[src/rtl/i2cs_pkg.sv]
package i2cs_pkg;

    typedef enum logic [3:0] {
        ST_IDLE,
        ST_ADDR,
        ST_ADDR_ACK,
        ST_PTR,
        ST_PTR_ACK,
        ST_WDATA,
        ST_WDATA_ACK,
        ST_RDATA,
        ST_RD_ACK,
        ST_IGNORE
    } i2cs_state_e;

    localparam logic [4:0] DEV_ID_HI = 5'b11000;
    localparam int         BYTE_W    = 8;

endpackage

[src/rtl/i2cs_line_cond.sv]
module i2cs_line_cond #(
    parameter int STAGES = 2
) (
    input  logic clk,
    input  logic rst_n,
    input  logic scl_i,
    input  logic sda_i,
    output logic scl_s,
    output logic sda_s,
    output logic scl_rise,
    output logic scl_fall,
    output logic start_det,
    output logic stop_det
);

    logic [STAGES-1:0] scl_p;
    logic [STAGES-1:0] sda_p;
    logic              scl_q;
    logic              sda_q;

    always_ff @(posedge clk or negedge rst_n) begin
        if (!rst_n) begin
            scl_p <= '1;
            sda_p <= '1;
            scl_q <= 1'b1;
            sda_q <= 1'b1;
        end else begin
            scl_p <= {scl_p[STAGES-2:0], scl_i};
            sda_p <= {sda_p[STAGES-2:0], sda_i};
            scl_q <= scl_p[STAGES-1];
            sda_q <= sda_p[STAGES-1];
        end
    end

    assign scl_s     = scl_p[STAGES-1];
    assign sda_s     = sda_p[STAGES-1];
    assign scl_rise  = scl_s & ~scl_q;
    assign scl_fall  = ~scl_s & scl_q;
    assign start_det = scl_s & scl_q & sda_q & ~sda_s;
    assign stop_det  = scl_s & scl_q & ~sda_q & sda_s;

endmodule

[src/rtl/i2cs_regbank.sv]
module i2cs_regbank #(
    parameter int NREG = 16,
    parameter int DW   = 8,
    parameter int AW   = 8
) (
    input  logic               clk,
    input  logic               rst_n,
    input  logic               we,
    input  logic [AW-1:0]      waddr,
    input  logic [DW-1:0]      wdata,
    input  logic [AW-1:0]      raddr,
    output logic [DW-1:0]      rdata,
    output logic [NREG*DW-1:0] regs_flat
);

    logic [DW-1:0] reg_q [NREG];

    for (genvar g = 0; g < NREG; g++) begin : g_reg
        always_ff @(posedge clk or negedge rst_n) begin
            if (!rst_n) begin
                reg_q[g] <= '0;
            end else if (we && (waddr == AW'(g))) begin
                reg_q[g] <= wdata;
            end
        end
        assign regs_flat[g*DW +: DW] = reg_q[g];
    end

    always_comb begin
        rdata = '0;
        for (int i = 0; i < NREG; i++) begin
            if (raddr == AW'(i)) begin
                rdata = reg_q[i];
            end
        end
    end

endmodule

[src/rtl/i2c_reg_slave.sv]
module i2c_reg_slave
    import i2cs_pkg::*;
#(
    parameter int NREG   = 16,
    parameter int STAGES = 2
) (
    input  logic                   clk,
    input  logic                   rst_n,
    input  logic                   scl_i,
    input  logic                   sda_i,
    output logic                   sda_oe,
    input  logic                   strap_a2,
    input  logic                   strap_a1,
    output logic [NREG*BYTE_W-1:0] regs_o
);

    localparam int PW = 8;
    localparam int CW = $clog2(BYTE_W + 1);
    localparam logic [CW-1:0] FULL = CW'(BYTE_W);

    logic scl_s, sda_s, scl_rise, scl_fall, start_det, stop_det;

    i2cs_state_e       state_q, state_d;
    logic [CW-1:0]     cnt_q;
    logic [BYTE_W-1:0] shreg_q;
    logic [BYTE_W-1:0] txsh_q;
    logic [PW-1:0]     ptr_q;
    logic              rw_q;
    logic              mack_q;
    logic [BYTE_W-1:0] rd_byte;
    logic              wr_en;
    logic              byte_full;
    logic              addr_hit;

    i2cs_line_cond #(.STAGES(STAGES)) u_line (
        .clk       (clk),
        .rst_n     (rst_n),
        .scl_i     (scl_i),
        .sda_i     (sda_i),
        .scl_s     (scl_s),
        .sda_s     (sda_s),
        .scl_rise  (scl_rise),
        .scl_fall  (scl_fall),
        .start_det (start_det),
        .stop_det  (stop_det)
    );

    assign byte_full = (cnt_q == FULL);
    assign addr_hit  = (shreg_q[7:1] == {DEV_ID_HI, strap_a2, strap_a1});
    assign wr_en     = (state_q == ST_WDATA) && scl_fall && byte_full
                       && !start_det && !stop_det;

    i2cs_regbank #(.NREG(NREG), .DW(BYTE_W), .AW(PW)) u_bank (
        .clk       (clk),
        .rst_n     (rst_n),
        .we        (wr_en),
        .waddr     (ptr_q),
        .wdata     (shreg_q),
        .raddr     (ptr_q),
        .rdata     (rd_byte),
        .regs_flat (regs_o)
    );

    // state register
    always_ff @(posedge clk or negedge rst_n) begin
        if (!rst_n) state_q <= ST_IDLE;
        else        state_q <= state_d;
    end

    // next state
    always_comb begin
        state_d = state_q;
        if (start_det) begin
            state_d = ST_ADDR;
        end else if (stop_det) begin
            state_d = ST_IDLE;
        end else begin
            unique case (state_q)
                ST_IDLE, ST_IGNORE: state_d = state_q;
                ST_ADDR:      if (scl_fall && byte_full) state_d = addr_hit ? ST_ADDR_ACK : ST_IGNORE;
                ST_ADDR_ACK:  if (scl_fall) state_d = rw_q ? ST_RDATA : ST_PTR;
                ST_PTR:       if (scl_fall && byte_full) state_d = ST_PTR_ACK;
                ST_PTR_ACK:   if (scl_fall) state_d = ST_WDATA;
                ST_WDATA:     if (scl_fall && byte_full) state_d = ST_WDATA_ACK;
                ST_WDATA_ACK: if (scl_fall) state_d = ST_WDATA;
                ST_RDATA:     if (scl_fall && byte_full) state_d = ST_RD_ACK;
                ST_RD_ACK:    if (scl_fall) state_d = mack_q ? ST_RDATA : ST_IGNORE;
                default:      state_d = ST_IDLE;
            endcase
        end
    end

    // datapath: bit counter, shifters, pointer
    always_ff @(posedge clk or negedge rst_n) begin
        if (!rst_n) begin
            cnt_q   <= '0;
            shreg_q <= '0;
            txsh_q  <= '0;
            ptr_q   <= '0;
            rw_q    <= 1'b0;
            mack_q  <= 1'b0;
        end else if (start_det || stop_det) begin
            cnt_q <= '0;
        end else begin
            case (state_q)
                ST_ADDR, ST_PTR, ST_WDATA: begin
                    if (scl_rise) begin
                        shreg_q <= {shreg_q[BYTE_W-2:0], sda_s};
                        cnt_q   <= cnt_q + 1'b1;
                    end
                    if (scl_fall && byte_full) begin
                        cnt_q <= '0;
                        if (state_q == ST_ADDR)  rw_q  <= shreg_q[0];
                        if (state_q == ST_PTR)   ptr_q <= shreg_q;
                        if (state_q == ST_WDATA) ptr_q <= ptr_q + 1'b1;
                    end
                end
                ST_ADDR_ACK: begin
                    if (scl_fall) begin
                        cnt_q  <= '0;
                        txsh_q <= rd_byte;
                    end
                end
                ST_RDATA: begin
                    if (scl_rise) cnt_q <= cnt_q + 1'b1;
                    if (scl_fall) begin
                        if (byte_full)        cnt_q  <= '0;
                        else if (cnt_q != '0) txsh_q <= {txsh_q[BYTE_W-2:0], 1'b0};
                    end
                end
                ST_RD_ACK: begin
                    if (scl_rise) begin
                        mack_q <= ~sda_s;
                        if (!sda_s) ptr_q <= ptr_q + 1'b1;
                    end
                    if (scl_fall) begin
                        txsh_q <= rd_byte;
                        cnt_q  <= '0;
                    end
                end
                default: ;
            endcase
        end
    end

    // outputs
    always_comb begin
        unique case (state_q)
            ST_ADDR_ACK, ST_PTR_ACK, ST_WDATA_ACK: sda_oe = 1'b1;
            ST_RDATA:                              sda_oe = ~txsh_q[BYTE_W-1];
            default:                               sda_oe = 1'b0;
        endcase
    end

endmodule

[config.mk]
export PLATFORM = sky130hd
export DESIGN_NAME = i2c_reg_slave
export DESIGN_NICKNAME = d
export VERILOG_FILES = /design/src/rtl/i2cs_pkg.sv /design/src/rtl/i2cs_line_cond.sv /design/src/rtl/i2cs_regbank.sv /design/src/rtl/i2c_reg_slave.sv
export SDC_FILE = /design/constraint.sdc
export NUM_CORES = 1
export LEC_CHECK = 0
export ABC_AREA = 1
export BUFFER_PORTS_ARGS = -buffer_cell sky130_fd_sc_hd__buf_2
export CORE_MARGIN = 2
export CORE_UTILIZATION = 25
export CTS_CLUSTER_DIAMETER = 40
export CTS_CLUSTER_SIZE = 30
export DETAILED_ROUTE_END_ITERATION = 8
export PLACE_DENSITY = 0.4
export SLEW_MARGIN = 20
export SYNTH_ARGS = -nofsm -noshare
export SYNTH_HDL_FRONTEND = slang
export SYNTH_SLANG_ARGS = --single-unit
[constraint.sdc]
create_clock -name clk -period 2.3 [get_ports clk]
set_input_delay 0.115 -clock clk [delete_from_list [all_inputs] [get_ports clk]]
set_output_delay 0.115 -clock clk [all_outputs]
set_load 0.1 [all_outputs]
==> results_dict.tcl <==
set metrics [dict create \
    run_status "finished, violations left" \
    violations "negative setup slack" \
    cpPeakStageDelay_ns 0.46 \
    start_util_pct 25.5 \
    yosysTopAreaCell "dfrtp_1" \
    seq_power_share_pct 34.4 \
    clkPwrFrac_pct 32.4 \
    power.switching_mw 3.46 \
    place_congestion 0.825 \
    first_pass_iters 4 \
    fin_area_sq_mm 0.0108 \
    yosysSeqAreaShare_pct 51.9 \
    clkSlewWorstSetupHoldPaths_ns 0.07 \
    cp_max_fo 4 \
    placed_area_sq_mm 0.00978 \
    critPathBufInv 3 \
    drv_slew 0 \
    p_int_mw 6.18 \
    core_area_sq_mm 0.0318 \
    synth-seq-cells 168 \
    ctsRootBufferMaster "clkbuf_16" \
    finalClockSkew_ns 0.00908 \
    synth.distinct_cells 41 \
    die-area_sq_mm 0.0339 \
    dpl.hpwl_mm 20.8 \
    drc 0 \
    avgSynthCellArea_sq_um 7.90 \
    max_slew.worst_pin.slew_ns 1.03 \
    finalSetupViolations 8 \
    worstSetupPathType "reg2reg" \
    hold_viol 0 \
    io_buffers 134 \
    viasPerCell 4.48 \
    synth_area_sq_mm 0.00812 \
    clockBufferDepth 2 \
    synthTopCellsByArea "dfrtp_1 50%, nand2_1 15%, o21ai_0 10%" \
    hold_ws_ns 0.213 \
    ir_worst_vdd_mv 0.598 \
    grt_pass1_vias 7367 \
    cp_top_family "simple AND/OR/NAND/NOR gates" \
    num_vias 7510 \
    critPathRequiredTime_ns 2.63 \
    layout_commonest_cell "nand2_1" \
    cp-start-kind "flop" \
    cts_sinks 168 \
    ios 135 \
    cts_tree "yes" \
    numCtsBuffers 17 \
    slew_headroom_pct 30.9 \
    max_freq_mhz 398 \
    ys_warn_count 0 \
    netSwitchingFraction_pct 35.9 \
    antenna_found_initial 0 \
    worst_setup_path_end_kind "flop" \
    nNetsFinal 1241 \
    grt_use_total_pct 17.5 \
    fin_ws_ns -0.210 \
    ctsHtreeMaxLevel 4 \
    synth_top_area_share_pct 50.0 \
    drtIter0Drc 393 \
    rows 65 \
    powerDensity_mw_per_mm2 896 \
    final_cell_mix "312 x nand2_1, 160 x o21ai_0, 160 x dfrtp_1" \
    synth_cells 1027 \
    timing.setup.tns_ns -1.18 \
    fin_crit_ns 2.51 \
    die_h_um 184 \
    wl_per_cell_um 17.2 \
    crit_arrival_ns 2.84 \
    cellLeakagePower_nw 5.37 \
    max-cap-violations 0 \
    grt_max_degree 52 \
    grt_overflow 0 \
    path_cells "inv_4, ha_4, nand2_4, nor2_4, inv_4, buf_6, o211ai_1, nand3_1, o21ai_1, nand2_1, nand2_2, nand2_2, nand2_2, nand2_1, nand2_1, nand2_1, nand2_1, nand3_2, nand2_1, nand2_1, nand2_1, nand2_1" \
    hold_class "in2async" \
    wl_mm 28.8 \
    instances_no_fill 1676 \
    clkLatencyLatePin_ns 0.43 \
    rsz0062_at_grt "true" \
    drive_gt1_share_pct 28.3 \
    ant_nets 0 \
    syn_nets 1039 \
    cp_common_cell "nand2_1" \
    num_antenna_cells 0 \
    period_share_pct 109 \
    area_growth_pct 32.6 \
    die_w_um 184 \
    pwr-share-comb_pct 33.1 \
    dp_cells 1631 \
    cpMaxStageDelayCell "dfrtp_2" \
    grt_pass1_wl_mm 44.5 \
]
cell type report:
class                           count  area (sq um)
Clock buffer                       20           457
Sequential cell                   168          4210
Fill cell                        3391         21000
Inverter                           77           304
Tap cell                          435           544
Timing Repair Buffer              220          1420
Multi-Input combinational cell    745          3650
Clock inverter                     11           173
power groups by stage:
stage	Combinational, mW	Clock [mW]	Sequential, mW
after floorplan	1.70	0	3.32
after global placement	2.94	0	3.35
after detailed placement	2.93	0	3.35
after CTS	3.13	3.23	3.31
after global routing	3.59	3.36	3.34
final	3.20	3.13	3.32
synthesized netlist by cell type, drive strengths merged:
master	number
ha	6
xor2	3
nand2	334
nand3b	1
clkinv	1
inv	76
nor4	1
nand4	4
o21ai	172
clkbuf	30
nor2	86
xnor2	1
or2	14
o21bai	1
dfstp	6
nor3	16
a31oi	4
nand3	43
o2111ai	1
o31ai	1
o311ai	2
buf	7
a22oi	1
dfrtp	162
a21oi	44
a211oi	2
o211ai	7
a2bb2oi	1
metal layers:
layer | part of all wire (%) | track usage (%) | up-vias
met3 | 3.2 | 2.98 | 20
met2 | 47 | 27.7 | 148
li1 | - | - | 3760
met5 | 0 | 0 | -
met4 | 1.3 | 4.42 | 0
met1 | 49 | 24.7 | 3582
registers in the layout, summed over array words and instances, names as in the netlist, 2 cells and up:
register          flops
u_line.scl_p          2
txsh_q                8
u_line.sda_p          2
shreg_q               8
cnt_q                 4
ptr_q                 8
u_bank.regs_flat    128
state_q               4
logic make-up (layout without fill, tap and decap cells):
family / count (synthesis) / in the layout / share of synthesized area (%)
AOI/OAI and AO/OA: 236 / 236 / 15.2
xor gates and xnor gates: 4 / 4 / 0.432
adders and majority gates: 6 / 6 / 0.925
buffers and inverters: 114 / 328 / 5.66
DFF: 168 / 168 / 51.9
and+or+nand+nor: 499 / 499 / 25.9
path summary, 6_finish.rpt:
path	from	endpoint	slack, ns	cells after the start
setup / recovery	ptr_q[0]	txsh_q[7]	-0.21	22
hold / removal	rst_n	u_bank.regs_flat[16]	0.21	2
setup reg to reg	ptr_q[0]	txsh_q[7]	-0.21	22
hold reg to reg	u_line.scl_p[0]	u_line.scl_p[1]	0.36	0
max in group asynchronous	rst_n	u_bank.regs_flat[114]	1.37	3
min in group clk	scl_i	u_line.scl_p[0]	0.31	2
worst register-to-register path, cell delays in order, from the launching register on:
cell      delay [ns]
dfrtp_2         0.46
inv_4           0.09
ha_4            0.14
nand2_4         0.06
nor2_4          0.15
inv_4           0.06
buf_6           0.11
o211ai_1        0.20
nand3_1         0.14
o21ai_1         0.16
nand2_1         0.08
nand2_2         0.08
nand2_2         0.06
nand2_2         0.05
nand2_1         0.05
nand2_1         0.07
nand2_1         0.05
nand2_1         0.08
nand3_2         0.07
nand2_1         0.09
nand2_1         0.05
nand2_1         0.05
nand2_1         0.05
per-stage QoR:
stage	power (mW)	setup WS [ns]	util [%]
2_1_floorplan	5.02	-0.0879	-
3_3_place_gp	6.29	-0.464	30.8
3_5_place_dp	6.28	-0.510	30.8
4_1_cts	9.67	-0.268	33.4
5_1_grt	10.3	-0.448	33.8
6_report	9.65	-0.210	33.8
repair_timing:
item / 4_1_cts / 5_1_grt
resized for setup: 39 / 33
hold buffers: 3 / 0
endpoints found under the hold margin: 49 / 0
setup buffers: 7 / 4
pin swaps: 30 / 22
endpoints found under the setup margin: 8 / 46
Power figures use the tool's default switching activity.
